<file path="src/rtl/ptx_pkg.sv">
// Package: shared widths and field positions for the parallel transmitter.
// Assumes the bus is exactly two bytes wide.
package ptx_pkg;
    localparam int BYTE_W    = 8;
    localparam int BUS_W     = 2 * BYTE_W;
    localparam int WORD_B    = 4;
    localparam int WORD_W    = WORD_B * BYTE_W;
    localparam int HS_RDY    = 0;   // handshake field bit: ready input used
    localparam int HS_DE     = 1;   // handshake field bit: enable output used

    typedef enum logic {
        UNIT_BYTE = 1'b0,
        UNIT_HALF = 1'b1
    } unit_e;
endpackage

</file>
<file path="src/rtl/ptx_edge.sv">
// Module: ptx_edge
// Finds the edges of the externally supplied parallel clock by oversampling
// it with the system clock. It turns them into one-cycle launch and sample
// strobes that follow the clock polarity bit.
// Assumes pclk is already in the clk domain and is low or high for at least
// two clk cycles per phase.
module ptx_edge (
    input  logic clk,
    input  logic rst_n,
    input  logic pclk,
    input  logic ckpol,
    output logic launch,
    output logic sample
);
    logic pclk_q;
    logic rise;
    logic fall;

    // Keep the previous pclk level; during reset it follows pclk so that no false edge is seen.
    always_ff @(posedge clk) begin
        if (!rst_n) pclk_q <= pclk;
        else        pclk_q <= pclk;
    end

    // Decode the edges and map them to launch/sample by polarity.
    always_comb begin
        rise   = pclk & ~pclk_q;
        fall   = ~pclk & pclk_q;
        launch = ckpol ? fall : rise;
        sample = ckpol ? rise : fall;
    end

    assert_strobes_exclusive_R2: assert property (@(posedge clk) disable iff (!rst_n)
        !(launch && sample));
endmodule

</file>
<file path="src/rtl/ptx_fifo.sv">
// Module: ptx_fifo
// Byte queue. Takes a whole host word (WORD_B bytes) per write, and gives out
// one or two bytes per pop. Drops writes when fewer than WORD_B bytes are
// free and sets a sticky overrun flag.
// Assumes DEPTH is a power of two and at least WORD_B.
module ptx_fifo #(
    parameter int DEPTH  = 16,
    parameter int BYTE_W = 8,
    parameter int WORD_B = 4,
    localparam int AW     = $clog2(DEPTH),
    localparam int CW     = $clog2(DEPTH + 1),
    localparam int WORD_W = WORD_B * BYTE_W
) (
    input  logic              clk,
    input  logic              rst_n,
    input  logic              wr_en,
    input  logic [WORD_W-1:0] wr_data,
    input  logic              ovr_clr,
    input  logic [1:0]        pop_n,
    output logic [BYTE_W-1:0] peek0,
    output logic [BYTE_W-1:0] peek1,
    output logic [CW-1:0]     count,
    output logic              room4,
    output logic              ovr
);
    localparam int ROOM_LIM = DEPTH - WORD_B;

    logic [BYTE_W-1:0] mem [DEPTH];
    logic [AW-1:0]     wp;
    logic [AW-1:0]     rp;
    logic              wr_ok;

    // Space check and read-side views of the oldest two bytes.
    always_comb begin
        room4 = (count <= CW'(ROOM_LIM));
        wr_ok = wr_en && room4;
        peek0 = mem[rp];
        peek1 = mem[rp + AW'(1)];
    end

    // Store each lane of an accepted word in consecutive slots.
    always_ff @(posedge clk) begin
        if (wr_ok) begin
            for (int i = 0; i < WORD_B; i++) begin
                mem[wp + AW'(i)] <= wr_data[i*BYTE_W +: BYTE_W];
            end
        end
    end

    // Move pointers and fill count for writes and pops.
    always_ff @(posedge clk) begin
        if (!rst_n) begin
            wp    <= '0;
            rp    <= '0;
            count <= '0;
        end else begin
            if (wr_ok) wp <= wp + AW'(WORD_B);
            rp    <= rp + AW'(pop_n);
            count <= count + (wr_ok ? CW'(WORD_B) : CW'(0)) - CW'(pop_n);
        end
    end

    // Sticky overrun flag: set on a dropped write, which wins over a clear.
    always_ff @(posedge clk) begin
        if (!rst_n)                ovr <= 1'b0;
        else if (wr_en && !room4)  ovr <= 1'b1;
        else if (ovr_clr)          ovr <= 1'b0;
    end

    assert_fill_bounded_R9: assert property (@(posedge clk) disable iff (!rst_n)
        count <= CW'(DEPTH));
    assert_no_underflow_R5: assert property (@(posedge clk) disable iff (!rst_n)
        CW'(pop_n) <= count);
    assert_drop_sets_flag_R11: assert property (@(posedge clk) disable iff (!rst_n)
        wr_en && !room4 |=> ovr);
    assert_drop_keeps_fill_R11: assert property (@(posedge clk) disable iff (!rst_n)
        wr_en && !room4 && pop_n == 2'd0 |=> $stable(count));
endmodule

</file>
<file path="src/rtl/ptx_launch.sv">
// Module: ptx_launch
// Bus sequencer. It holds one unit in the output register until a sampling
// edge shows that the receiver took it. It takes a new unit from the queue
// only on a launch edge, and only when none is waiting. The bus therefore
// changes together with an active enable, and never while the enable is
// inactive.
// Assumes BUS_W == 2*BYTE_W.
module ptx_launch #(
    parameter int BYTE_W = 8,
    parameter int CW     = 5,
    localparam int BUS_W = 2 * BYTE_W
) (
    input  logic              clk,
    input  logic              rst_n,
    input  logic              launch,
    input  logic              sample,
    input  logic              cfg_en,
    input  logic              cfg_rdypol,
    input  logic              cfg_depol,
    input  logic [1:0]        cfg_hs_en,
    input  ptx_pkg::unit_e    unit_mode,
    input  logic              rdy_in,
    input  logic [BYTE_W-1:0] peek0,
    input  logic [BYTE_W-1:0] peek1,
    input  logic [CW-1:0]     count,
    output logic [1:0]        pop_n,
    output logic [BUS_W-1:0]  pd_out,
    output logic              de_out
);
    import ptx_pkg::*;

    logic             valid_q;   // a unit is on the bus with enable active
    logic             acc_q;     // that unit was taken at the last sampling edge
    logic [BUS_W-1:0] data_q;
    logic             ready_ok;
    logic             unit_avail;
    logic             take;
    logic [BUS_W-1:0] next_unit;

    // Receiver readiness, queue state and the next unit to present.
    always_comb begin
        ready_ok   = !cfg_hs_en[HS_RDY] || (rdy_in == cfg_rdypol);
        unit_avail = (unit_mode == UNIT_HALF) ? (count >= CW'(2)) : (count != '0);
        take       = launch && (!valid_q || acc_q) && cfg_en && unit_avail;
        next_unit  = (unit_mode == UNIT_HALF) ? {peek1, peek0}
                                              : {{(BUS_W-BYTE_W){1'b0}}, peek0};
        pop_n      = take ? ((unit_mode == UNIT_HALF) ? 2'd2 : 2'd1) : 2'd0;
    end

    // Record at the sampling edge whether the presented unit was taken.
    always_ff @(posedge clk) begin
        if (!rst_n)      acc_q <= 1'b0;
        else if (sample) acc_q <= valid_q && ready_ok;
        else if (launch) acc_q <= 1'b0;
    end

    // On a launch edge: re-present a stalled unit, start a new one, or go idle and hold the bus.
    always_ff @(posedge clk) begin
        if (!rst_n) begin
            valid_q <= 1'b0;
            data_q  <= '0;
        end else if (launch) begin
            if (valid_q && !acc_q) begin
                valid_q <= 1'b1;
            end else if (take) begin
                valid_q <= 1'b1;
                data_q  <= next_unit;
            end else begin
                valid_q <= 1'b0;
            end
        end
    end

    // Drive the pins; the enable sits at its inactive level when turned off.
    always_comb begin
        pd_out = data_q;
        de_out = (cfg_hs_en[HS_DE] && valid_q) ? cfg_depol : ~cfg_depol;
    end

    assert_move_on_launch_R2: assert property (@(posedge clk) disable iff (!rst_n)
        !launch |=> $stable(data_q) && $stable(valid_q));
    assert_data_only_with_de_R3: assert property (@(posedge clk) disable iff (!rst_n)
        !$stable(data_q) |-> valid_q);
    assert_pop_needs_unit_R4: assert property (@(posedge clk) disable iff (!rst_n)
        pop_n != 2'd0 |-> unit_avail);
    assert_stall_repeat_R6: assert property (@(posedge clk) disable iff (!rst_n)
        launch && valid_q && !acc_q |=> valid_q && $stable(data_q));
    assert_enable_gate_R13: assert property (@(posedge clk) disable iff (!rst_n)
        !cfg_en && !valid_q |=> !valid_q);
endmodule

</file>
<file path="src/rtl/ptx_top.sv">
// Module: ptx_top
// Parallel bus transmitter with a ready input and a data-enable output.
// It connects the edge finder, the byte queue and the bus sequencer.
// Assumes the configuration inputs are changed only while in reset or idle.
module ptx_top #(
    parameter int DEPTH = 16
) (
    input  logic        clk,
    input  logic        rst_n,
    input  logic        pclk,
    input  logic        cfg_en,
    input  logic        cfg_ckpol,
    input  logic        cfg_rdypol,
    input  logic        cfg_depol,
    input  logic [1:0]  cfg_hs_en,
    input  logic        cfg_wide,
    input  logic        wr_en,
    input  logic [31:0] wr_data,
    input  logic        ovr_clr,
    output logic        room4,
    output logic        ovr,
    input  logic        rdy_in,
    output logic        de_out,
    output logic [15:0] pd_out
);
    import ptx_pkg::*;
    localparam int CW = $clog2(DEPTH + 1);

    logic              launch;
    logic              sample;
    logic [1:0]        pop_n;
    logic [BYTE_W-1:0] peek0;
    logic [BYTE_W-1:0] peek1;
    logic [CW-1:0]     count;
    unit_e             unit_mode;

    // Map the width bit onto the unit type.
    always_comb unit_mode = unit_e'(cfg_wide);

    ptx_edge u_edge (
        .clk    (clk),
        .rst_n  (rst_n),
        .pclk   (pclk),
        .ckpol  (cfg_ckpol),
        .launch (launch),
        .sample (sample)
    );

    ptx_fifo #(.DEPTH(DEPTH), .BYTE_W(BYTE_W), .WORD_B(WORD_B)) u_fifo (
        .clk     (clk),
        .rst_n   (rst_n),
        .wr_en   (wr_en),
        .wr_data (wr_data),
        .ovr_clr (ovr_clr),
        .pop_n   (pop_n),
        .peek0   (peek0),
        .peek1   (peek1),
        .count   (count),
        .room4   (room4),
        .ovr     (ovr)
    );

    ptx_launch #(.BYTE_W(BYTE_W), .CW(CW)) u_launch (
        .clk        (clk),
        .rst_n      (rst_n),
        .launch     (launch),
        .sample     (sample),
        .cfg_en     (cfg_en),
        .cfg_rdypol (cfg_rdypol),
        .cfg_depol  (cfg_depol),
        .cfg_hs_en  (cfg_hs_en),
        .unit_mode  (unit_mode),
        .rdy_in     (rdy_in),
        .peek0      (peek0),
        .peek1      (peek1),
        .count      (count),
        .pop_n      (pop_n),
        .pd_out     (pd_out),
        .de_out     (de_out)
    );

    assert_reset_state_R1: assert property (@(posedge clk)
        $past(!rst_n) && !rst_n |-> pd_out == 16'h0 && de_out == ~cfg_depol && !ovr && room4);
endmodule

</file>
<file path="config.mk">
export PLATFORM = sky130hd
export DESIGN_NAME = ptx_top
export DESIGN_NICKNAME = d
export VERILOG_FILES = /design/src/rtl/ptx_pkg.sv /design/src/rtl/ptx_edge.sv /design/src/rtl/ptx_fifo.sv /design/src/rtl/ptx_launch.sv /design/src/rtl/ptx_top.sv
export SDC_FILE = /design/constraint.sdc
export NUM_CORES = 1
export LEC_CHECK = 0
export ABC_AREA = 1
export BUFFER_PORTS_ARGS = -buffer_cell sky130_fd_sc_hd__buf_2
export CAP_MARGIN = 20
export CORE_ASPECT_RATIO = 0.5
export CORE_MARGIN = 1.5
export CORE_UTILIZATION = 65
export CTS_CLUSTER_DIAMETER = 120
export CTS_CLUSTER_SIZE = 20
export DETAILED_ROUTE_END_ITERATION = 6
export PLACE_DENSITY = 0.85
export SLEW_MARGIN = 20
export SYNTH_ARGS = -nofsm -noshare
export SYNTH_HDL_FRONTEND = slang
export SYNTH_SLANG_ARGS = --single-unit
</file>
<file path="constraint.sdc">
create_clock -name clk -period 8.2 [get_ports clk]
set_input_delay 1.64 -clock clk [delete_from_list [all_inputs] [get_ports clk]]
set_output_delay 1.64 -clock clk [all_outputs]
set_load 0.01 [all_outputs]
</file>
==> summary.md, run 1 <==
| Metric | Value |
|---|---|
| Uppermost layer routed | met4 |
| M1 WL | 8090 um |
| Mapped Nets | 988 |
| TritonCTS Sinks | 159 |
| Critical Path AT | 2.09 ns |
| Largest net degree at the start of global routing | 91 |
| Status | finished, final reports clean |
| IO Count | 64 |
| Crit Path Class | input port to output port |
| Worst-Margin Slew | 1.07 ns |
| Die Wd | 161 um |
| Layout cells sized above 1 | 12.2% |
| Met3 wire len | 2430 um |
| Yosys Warn Count | 0 |
| Max-Cap Viols | 0 |
| DR vias | 6918 |
| Worst IR drop on VDD | 0.135 mV |
| RSZ-0062 raised after global routing | no |
| Die H | 82.0 um |
| Path category of the worst min-delay check | flip-flop to flip-flop |
| Relative slew margins | 28.8% |
| Tmin final | 3.73 ns |
| CP endpoint kind | output port |
| Synth top area cells | edfxtp_1 47%, nand3_1 9.6%, nand2_1 9.2% |
| Overflow after GRT | 0 |
| Register area share after synthesis | 55.1% |
| Final period utilization | 45.5% |
| Area Growth Syn to Fin | 13.3% |
| Fin. max-slew vios | 0 |
| Met2 wire length | 10200 um |
| Initial core utilization | 67.6% |
| H-tree depth | 4 |
| Clock transition at path regs | 0.06 ns |
| Startpoint Class | input port |
| Crit-path max FO | 1 |
| First-pass GRT wire length | 32700 um |
| Ant. Diodes | 0 |
| Avg Cell Area, Syn | 8.76 sq um |
| Clk buf depth | 2 |
| Layout Cells excl Fill | 1144 |
| DRT Wirelength | 21500 um |
| Yosys reg bits | 159 |
| Setup Skew | 0.00802 ns |
| Final WS setup | 4.47 ns |
| Final Cell Area | 0.00918 sq mm |
| CTS root buf | clkbuf_16 |
| Final Hold Viols | 0 |
| Port Buffers | 63 |
| # rows | 28 |
| Detailed-router iteration count before antenna repair | 6 |
| Drt wl/cell | 18.8 um |
| Hold_ws | 0.464 ns |
| Pre-CTS setup slack | 4.12 ns |
| Req. time, crit path | 6.56 ns |
| Cell depth of the worst flop-to-flop path | 9 |
| Hold Path Depth | 2 |
| Die ar. | 0.0132 sq mm |
| TNS Setup | 0 ns |
| DRT antenna net count | 0 |
| Clk_lat worst skew | 0.44 ns |
| Share of the synthesized area in the top cell type | 47.4% |
| Vias/cell | 6.05 |
| Highest achievable clock rate | 268 MHz |
| Yosys top cell by area | edfxtp_1 |
| Post-Synthesis Cells | 925 |
| PwrDens | 244 mW/mm^2 |
| Final Net Count | 1030 |
| Gr usage total | 33.6% |
| Leakage | 3.83 nW |
| Yosys cell types | 26 |
| RD Place Congestion | 0.897 |
| DRC viols | 0 |
| Core area | 0.0120 sq mm |
| Post-CTS Resized | 0 |
| DP HPWL | 13200 um |
| Hold-fix buffers, CTS | 0 |
| Initial antenna violation count | 0 |
| Netlist Area Pre-Place | 0.00810 sq mm |
| Setup bufs post-CTS | 0 |
| Cts bufs inserted | 17 |
| DP Area | 0.00846 sq mm |
| 1st-iter DRT viols | 916 |
| Vias in the first global route | 6581 |
| Inst Count DP | 1108 |
| CTS tree | done |
| Setup violations, final | 0 |
[final cells by class]
| type | instances | area (sq um) |
|---|---|---|
| flip-flops and latches | 159 | 4470 |
| multi-input cells | 564 | 2870 |
| fillers | 826 | 2800 |
| inverters | 153 | 574 |
| repair buffers | 72 | 468 |
| clock buffers | 19 | 433 |
| well taps | 165 | 206 |
| clock inverters | 12 | 160 |
[worst paths after layout]
kind,slack (ns),startpoint,to
hold reg to reg,0.46,u_fifo.ovr$_SDFFE_PN0P_,u_fifo.ovr$_SDFFE_PN0P_
hold / removal,0.46,u_fifo.ovr$_SDFFE_PN0P_,u_fifo.ovr$_SDFFE_PN0P_
setup / recovery,4.47,cfg_hs_en[1],de_out
setup reg to reg,4.81,u_fifo.rp[1]$_SDFF_PN0_,u_launch.pd_out[15]$_SDFFE_PN0P_
[synth_stat cells (all sizes together)]
library cell,count
a21oi,56
a31oi,2
buf,28
clkbuf,21
dfxtp,31
edfxtp,128
fa,2
ha,16
inv,153
nand2,199
nand2b,1
nand3,158
nor2,33
nor3,1
o211ai,24
o21ai,64
xnor2,1
xor2,7
[flip-flops by register name (all words and copies together) (netlist names)]
name,flops
u_edge.pclk_q,1
u_fifo.mem,128
u_launch.valid_q,1
u_fifo.ovr,1
u_fifo.rp,4
u_fifo.count,5
u_fifo.wp,2
u_launch.acc_q,1
u_launch.pd_out,16
[logic make-up after synthesis]
kind of cell	count (synthesis)	share of synthesized area [%]
simple gates	392	21.0
flops	159	55.1
xor+xnor	8	1.24
fa+ha+maj	18	2.96
compound gates	146	9.79
buf+inv	202	9.93
[layer usage]
| metal | vias up | track usage (%) |
|---|---|---|
| li1 | 3157 | - |
| met1 | 3206 | 40.3 |
| met3 | 82 | 9.34 |
| met5 | - | 0 |
| met4 | 0 | 15.0 |
| met2 | 473 | 58.3 |
[cell usage in the layout, fill, tap and decap left out, types with 2 or more instances in the layout]
master      netlist  routed
bufinv_16         0       3
nor2_1           32      28
o211ai_1         24      24
fa_1              2       2
clkbuf_1         21       2
ha_1             16      15
o21ai_0          51      51
xor2_2            3       3
a31oi_1           2       2
o21ai_1          13      13
a21oi_1          56      56
dfxtp_1          31      29
buf_12            0       2
nand2_1         199     199
clkinvlp_4        0       4
inv_1           150     150
buf_4             4       4
inv_2             3       3
edfxtp_1        128     128
nand3_2           2       2
buf_2            19      63
inv_6             0       3
xor2_1            4       4
nand3_1         156     156
buf_16            0       3
clkbuf_16         0      17
nor2_4            1       5
[critical path, cell delays in order]
cell	delay [ns]
buf_2	0.09
nand2_1	0.07
xor2_1	0.14
buf_2	0.14
[power by group]
part           switching [mW]  internal [mW]
Clock                   0.330          0.479
Combinational           0.282          0.137
Sequential             0.0405          0.968
Total                   0.652           1.58
[through the flow]
stage | util [%] | total power [mW]
2_1_floorplan | - | 1.28
3_3_place_gp | 70.6 | 1.39
3_5_place_dp | 70.6 | 1.41
4_1_cts | 75.6 | 2.21
5_1_grt | 76.6 | 2.32
6_report | 76.6 | 2.24
Power figures use the tool's default switching activity.
==> run 2, diff against run 1 <==
--- a/config.mk
+++ b/config.mk
@@ -10,11 +10,11 @@
 export CAP_MARGIN = 20
 export CORE_ASPECT_RATIO = 0.5
 export CORE_MARGIN = 1.5
-export CORE_UTILIZATION = 65
+export CORE_UTILIZATION = 60
 export CTS_CLUSTER_DIAMETER = 120
 export CTS_CLUSTER_SIZE = 20
 export DETAILED_ROUTE_END_ITERATION = 6
-export PLACE_DENSITY = 0.85
+export PLACE_DENSITY = 0.8
 export SLEW_MARGIN = 20
 export SYNTH_ARGS = -nofsm -noshare
 export SYNTH_HDL_FRONTEND = slang
==> constraint.sdc (replaced) <==
create_clock -name clk -period 3.9 [get_ports clk]
set_input_delay 0.78 -clock clk [delete_from_list [all_inputs] [get_ports clk]]
set_output_delay 0.78 -clock clk [all_outputs]
set_load 0.01 [all_outputs]
==> run 2 against run 1 <==
Die area increased by 8.1%. Clock skew about the same. Highest routed layer is now met5. Via count decreased by 1.6%.
==> summary.md, run 2 (same netlist as run 1, synthesis figures left out) <==
| Metric | Value |
|---|---|
| Final Hold Viols | 0 (unchanged) |
| First-pass GRT wire length | 31500 um (-3.6%) |
| Die Wd | 167 um (+4.0%) |
| Area Growth Syn to Fin | 11.9% |
| Int Power | 3.17 mW (+100%) |
| Clk buf depth | 2 (unchanged) |
| RD Place Congestion | 0.900 (+0.41%) |
| Cts bufs inserted | 17 (unchanged) |
| Post-layout util | 70.2% (-6.4 points) |
| Clock transition at path regs | 0.06 ns (about the same) |
| Gr usage total | 29.3% (-4.4 points) |
| 1st-iter DRT viols | 993 (+8.4%) |
| Reg-to-Reg Start | u_fifo.rp[0]$_SDFF_PN0_ |
| Comb power frac | 18.8% (about the same) |
| CTS root buf | clkbuf_16 |
| Fin. max-slew vios | 0 (unchanged) |
| Max-Cap Viols | 0 (unchanged) |
| Sequential power share | 46.9% (+1.8 points) |
| Switch Pwr | 1.34 mW (+110%) |
| Buffer and inverter count on the worst path | 2 (unchanged) |
| Worst IR drop on VDD | 0.279 mV (+110%) |
| Worst-path cell chain | ha_1, buf_4, inv_1, nand3_1, nand3_1, nand3_1, nand2_1, nand2_1, a21oi_1 |
| Tmin final | 2.91 ns |
| DP HPWL | 13100 um (-0.56%) |
| Detailed-router iteration count before antenna repair | 7 (+1) |
| CP endpoint kind | flip-flop |
| Flop2flop setup slack | 0.99 ns (-3.82 ns) |
| Vias/cell | 5.91 (-2.2%) |
| Initial core utilization | 62.7% (-4.9 points) |
| Critical Path AT | 3.25 ns (+1.16 ns) |
| Crit path capture | u_launch.pd_out[12]$_SDFFE_PN0P_ |
| Leakage | 3.80 nW (-0.64%) |
| Status | finished, final reports clean |
| DP Area | 0.00852 sq mm (+0.72%) |
| Clock power frac | 34.2% (-2.0 points) |
| Commonest non-fill, non-tap cell in the layout | nand2_1 |
| Die ar. | 0.0143 sq mm (+8.1%) |
| Layout cells sized above 1 | 12.2% (+0.077 points) |
| Die H | 85.2 um (+3.9%) |
| Drt wl/cell | 17.7 um (-5.9%) |
| Sw Share | 29.6% (+0.47 points) |
| Post-CTS Resized | 0 (unchanged) |
| Crit-path max FO | 33 (+32) |
| Crit Path Class | flip-flop to flip-flop |
| Max FFs per register | 128 (unchanged) |
| Worst path slowest cell | inv_1 |
| H-tree depth | 4 (unchanged) |
| Crit path max-delay family | buffers and inverters |
| Final Cell Area | 0.00907 sq mm (-1.2%) |
| Initial antenna violation count | 1 (+1) |
| Final period utilization | 74.5% |
| Setup violations, final | 0 (unchanged) |
| Hold-fix buffers, CTS | 0 (unchanged) |
| Vias in the first global route | 6200 (-5.8%) |
| PwrDens | 498 mW/mm^2 (+100%) |
| CP peak stage delay | 0.81 ns (+0.67 ns) |
| Highest achievable clock rate | 344 MHz |
| DR vias | 6807 (-1.6%) |
| Setup crit start | u_fifo.rp[0]$_SDFF_PN0_ |
| Largest net degree at the start of global routing | 167 (+84%) |
| TNS Setup | 0 ns (unchanged) |
| TritonCTS Sinks | 159 (unchanged) |
| Clk_lat worst skew | 0.42 ns (-0.02 ns) |
| # rows | 29 (+3.6%) |
| Startpoint Class | flip-flop |
| DRT Wirelength | 20300 um (-5.3%) |
| Relative slew margins | 26.8% (-1.9 points) |
| Worst Hold Launch | u_fifo.ovr$_SDFFE_PN0P_ |
| IO Count | 64 (unchanged) |
| Overall Power | 4.51 mW (+100%) |
| Worst-Margin Slew | 1.10 ns (+0.0286 ns) |
| Reg2Reg Capture Point | u_launch.pd_out[12]$_SDFFE_PN0P_ |
| Port Buffers | 63 (unchanged) |
| Stages on the worst setup path | 9 (+5) |
| Worst path most repeated cell | nand3_1 |
| Final Net Count | 1031 (+0.097%) |
| Req. time, crit path | 4.25 ns (-2.31 ns) |
| RSZ-0062 raised after global routing | no |
| Overflow after GRT | 0 (unchanged) |
| Path category of the worst min-delay check | flip-flop to flip-flop |
| Commonest non-fill, non-tap cells in the layout | 199 x nand2_1, 156 x nand3_1, 150 x inv_1, 128 x edfxtp_1, 63 x buf_2 |
| Ant. Diodes | 0 (unchanged) |
| CTS tree | done |
| Cell depth of the worst flop-to-flop path | 9 (unchanged) |
| Core area | 0.0129 sq mm (+7.8%) |
| DRC viols | 0 (unchanged) |
| Hold Path Depth | 2 (unchanged) |
| DRT antenna net count | 0 (unchanged) |
| Setup bufs post-CTS | 0 (unchanged) |
| Setup Skew | 0.00757 ns (-0.000456 ns) |
| Biggest register | u_fifo.mem |
-- run 2: cell types whose count changed in the layout (fill, tap and decap cells not counted), sizes merged --
cell / change
clkbuf: -1
clkinv: +6
buf: +1
bufinv: -2
clkinvlp: -2
-- run 2: layout make-up --
type / instances / area (sq um)
clock buffers: 18 / 429
clock inverters: 14 / 115
fillers: 976 / 3850
inverters: 153 / 574
multi-input cells: 564 / 2870
flip-flops and latches: 159 / 4470
well taps: 170 / 213
repair buffers: 73 / 403
-- run 2: power groups by stage --
stage	clock, mW	combinational (mW)	sequential, mW
after floorplan	0	0.553	2.14
after global placement	0	0.795	2.14
after detailed placement	0	0.821	2.15
after CTS	1.56	0.834	2.11
after global routing	1.62	0.955	2.13
final	1.55	0.850	2.12
-- run 2: worst reg2reg max path, stage by stage, from the launching register on --
cell and delay, ns:
dfxtp_4 0.56, ha_1 0.30, buf_4 0.26, inv_1 0.83, nand3_1 0.26, nand3_1 0.14
nand3_1 0.09, nand2_1 0.19, nand2_1 0.07, a21oi_1 0.12
-- run 2: per-layer routing --
layer  global-route usage (%)  vias up  share of wire, %
li1                         -     3160                 -
met1                     39.4     3150                40
met2                     47.5      427                46
met3                     5.92       68                12
met4                     11.3        2               2.8
met5                        0        -             0.044
-- run 2: worst min path at each step --
stage                                                   to  slack, ns
after floorplan                u_launch.acc_q$_SDFFE_PN0P_       0.44
after global placement             u_fifo.ovr$_SDFFE_PN0P_       0.45
after detailed placement           u_fifo.ovr$_SDFFE_PN0P_       0.45
after CTS                          u_fifo.ovr$_SDFFE_PN0P_       0.46
after global routing      u_launch.pd_out[15]$_SDFFE_PN0P_       0.49
final                              u_fifo.ovr$_SDFFE_PN0P_       0.46
-- run 2: through the flow --
| step | hold WS [ns] | worst slack (ns) | cells |
|---|---|---|---|
| floorplan | 0.443 | 0.959 | 925 |
| global placement | 0.450 | 0.802 | 1119 |
| detailed placement | 0.452 | 0.687 | 1119 |
| CTS | 0.462 | 1.11 | 1151 |
| global route | 0.490 | 0.857 | 1151 |
| finish | 0.458 | 0.994 | 1151 |
==> run 3, diff against run 2 <==
--- a/config.mk
+++ b/config.mk
@@ -10,11 +10,11 @@
 export CAP_MARGIN = 20
 export CORE_ASPECT_RATIO = 0.5
 export CORE_MARGIN = 1.5
-export CORE_UTILIZATION = 60
+export CORE_UTILIZATION = 54
 export CTS_CLUSTER_DIAMETER = 120
 export CTS_CLUSTER_SIZE = 20
 export DETAILED_ROUTE_END_ITERATION = 6
-export PLACE_DENSITY = 0.8
+export PLACE_DENSITY = 0.76
 export SLEW_MARGIN = 20
 export SYNTH_ARGS = -nofsm -noshare
 export SYNTH_HDL_FRONTEND = slang
==> constraint.sdc (replaced) <==
create_clock -name clk -period 2.4 [get_ports clk]
set_input_delay 0.48 -clock clk [delete_from_list [all_inputs] [get_ports clk]]
set_output_delay 0.48 -clock clk [all_outputs]
set_load 0.01 [all_outputs]
==> run 3 against run 2 <==
Non-clock buffer count rose by 23. Combinational power up 71%. Flip-flop and latch count did not move. Sequential power up 62%. Register-to-register slack lost 0.83 ns. Worst hold slack worse by 0.25 ns. Power is 62% higher. Critical path depth is 4 higher. Worst setup slack worse by 0.83 ns. Critical path type unchanged. Critical endpoint is now u_fifo.count[3]$_SDFF_PN0_.
==> summary.md, run 3 (same netlist as run 1, synthesis figures left out) <==
| Metric | Value |
|---|---|
| Critical Path AT | 2.51 ns (-0.74 ns) |
| Highest achievable clock rate | 448 MHz (+30%) |
| Die H | 89.6 um (+5.2%) |
| Crit Path Class | flip-flop to flip-flop |
| Hold Path Sink | u_edge.pclk_q$_DFF_P_ |
| Hold-fix buffers, CTS | 0 (unchanged) |
| Hold_ws | 0.208 ns (-0.250 ns) |
| Commonest non-fill, non-tap cells in the layout | 197 x nand2_1, 156 x nand3_1, 147 x inv_1, 128 x edfxtp_1, 63 x buf_2 |
| Max-Cap Viols | 0 (unchanged) |
| DP Area | 0.00885 sq mm (+3.8%) |
| Reg-to-Reg Start | u_fifo.count[3]$_SDFF_PN0_ |
| Final Hold Viols | 0 (unchanged) |
| Fin. max-slew vios | 0 (unchanged) |
| Setup violations, final | 0 (unchanged) |
| Final period utilization | 93.0% (+19 points) |
| CP endpoint kind | flip-flop |
| Layout cells sized above 1 | 15.1% (+2.9 points) |
| DR vias | 6698 (-1.6%) |
| Path category of the worst min-delay check | input port to flip-flop |
| Flop2flop setup slack | 0.17 ns (-0.83 ns) |
| Fill count | 1177 (+21%) |
| Max FFs per register | 128 (unchanged) |
| Commonest non-fill, non-tap cell in the layout | nand2_1 |
| Clock transition at path regs | 0.06 ns (about the same) |
| # rows | 31 (+6.9%) |
| CTS tree | done |
| Crit path max-delay family | adder cells |
| Startpoint Class | flip-flop |
| Area Growth Syn to Fin | 15.7% |
| Req. time, crit path | 2.68 ns (-1.57 ns) |
| Overall Power | 7.29 mW (+62%) |
| Worst IR drop on VDD | 0.472 mV (+69%) |
| Die Wd | 176 um (+5.3%) |
| Vias/cell | 5.57 (-5.8%) |
| H-tree depth | 4 (unchanged) |
| Cts bufs inserted | 17 (unchanged) |
| Vias in the first global route | 6444 (+3.9%) |
| Gr usage total | 27.1% (-2.2 points) |
| Setup bufs post-CTS | 0 (unchanged) |
| Post-layout util | 64.5% (-5.7 points) |
| Drt wl/cell | 16.8 um (-4.9%) |
| Setup Skew | 0.00808 ns (+0.000516 ns) |
| DRT Wirelength | 20200 um (-0.73%) |
| Core area | 0.0145 sq mm (+13%) |
| TritonCTS Sinks | 159 (unchanged) |
| Ant. Diodes | 0 (unchanged) |
| IO Count | 64 (unchanged) |
| Final Net Count | 1054 (+2.2%) |
| Buffer and inverter count on the worst path | 3 (+1) |
| Final Cell Area | 0.00938 sq mm (+3.4%) |
| Cell depth of the worst flop-to-flop path | 13 (+4) |
| Reg2Reg Capture Point | u_fifo.count[3]$_SDFF_PN0_ |
| PwrDens | 778 mW/mm^2 (+56%) |
| Initial antenna violation count | 0 (-1) |
| Post-CTS Resized | 0 (unchanged) |
| DP HPWL | 13700 um (+4.5%) |
| Largest net degree at the start of global routing | 111 (-34%) |
| 1st-iter DRT viols | 783 (-21%) |
| Biggest register | u_fifo.mem |
| Initial core utilization | 55.7% (-7.0 points) |
| Crit-path max FO | 4 (-88%) |
| Worst path slowest cell | fa_2 |
| Detailed-router iteration count before antenna repair | 6 (-1) |
| RSZ-0062 raised after global routing | no |
| Status | finished, final reports clean |
| Clk buf depth | 2 (unchanged) |
| Port Buffers | 63 (unchanged) |
| RD Place Congestion | 0.955 (+6.1%) |
| Clk_lat worst skew | 0.42 ns (about the same) |
| CTS root buf | clkbuf_16 |
| Pre-CTS setup slack | -0.0539 ns (-0.741 ns) |
| Hold Path Depth | 1 (-1) |
| Final WS setup | 0.167 ns (-0.827 ns) |
| CP peak stage delay | 0.35 ns (-0.46 ns) |
| DRC viols | 0 (unchanged) |
| Worst-path cell chain | inv_1, ha_1, o21ai_0, nand3_1, nand2_2, nor3_4, inv_2, ha_4, ha_4, inv_2, fa_2, xor2_1, nor2_1 |
| First-pass GRT wire length | 31900 um (+1.3%) |
| Worst Hold Launch | pclk |
| Leakage | 3.91 nW (+2.9%) |
| Die ar. | 0.0158 sq mm (+11%) |
| Overflow after GRT | 0 (unchanged) |
| Tmin final | 2.23 ns (-0.673 ns) |
| Worst-Margin Slew | 0.704 ns (-0.392 ns) |
| Relative slew margins | 53.0% (+26 points) |
| DRT antenna net count | 0 (unchanged) |
[run 3: changes by cell type in the layout (fill, tap and decap cells not counted), moves of 2 or more]
| cell | before | now |
|---|---|---|
| inv_2 | 3 | 6 |
| nor2_2 | 0 | 2 |
| clkinvlp_4 | 1 | 3 |
| ha_4 | 0 | 2 |
| clkinv_2 | 5 | 3 |
| buf_12 | 1 | 7 |
| inv_1 | 150 | 147 |
| nand2_1 | 199 | 197 |
| nand2_2 | 0 | 2 |
| nor2_1 | 28 | 26 |
| clkinv_1 | 1 | 3 |
| buf_4 | 9 | 26 |
| ha_1 | 16 | 14 |
[run 3: worst max-delay path by stage]
stage                     slack (ns)                    endpoint                  startpoint  cells after the start
after detailed placement       -0.05  u_fifo.count[3]$_SDFF_PN0_                        pclk                     14
after floorplan                -0.06  u_fifo.mem[0][0]$_DFFE_PP_  u_fifo.count[4]$_SDFF_PN0_                      5
after global placement         -0.03  u_fifo.count[2]$_SDFF_PN0_                        pclk                     13
after global routing            0.02  u_fifo.count[3]$_SDFF_PN0_  u_fifo.count[3]$_SDFF_PN0_                     13
final                           0.17  u_fifo.count[3]$_SDFF_PN0_  u_fifo.count[3]$_SDFF_PN0_                     13
after CTS                       0.05  u_fifo.count[3]$_SDFF_PN0_  u_fifo.count[3]$_SDFF_PN0_                     15
[run 3: metal layers]
layer	GRT usage, %	routed length [um]	up-vias
li1	-	-	3202
met1	35.1	8510	3129
met2	45.4	9340	316
met3	5.72	1790	51
met4	11.4	541	0
met5	0	0	-
[run 3: through the flow]
stage               std cells  TNS (ns)
finish                   1202         0
CTS                      1202         0
detailed placement       1170    -0.102
global route             1202         0
global placement         1170   -0.0533
floorplan                 925     -7.99
[run 3: power by group]
group	switching, mW	internal, mW	total (mW)
registers	0.125	3.31	3.43
logic	0.952	0.497	1.45
clock network	1.09	1.32	2.41
[run 3: final cells by class]
class                           count  area [sq um]  share of cell area (%)
Timing Repair Buffer               96           651                    6.94
Clock inverter                     14          92.6                   0.988
Multi-Input combinational cell    564          2910                    31.0
Inverter                          153           574                    6.13
Clock buffer                       18           429                    4.58
Sequential cell                   159          4470                    47.7
Tap cell                          198           248                    2.64
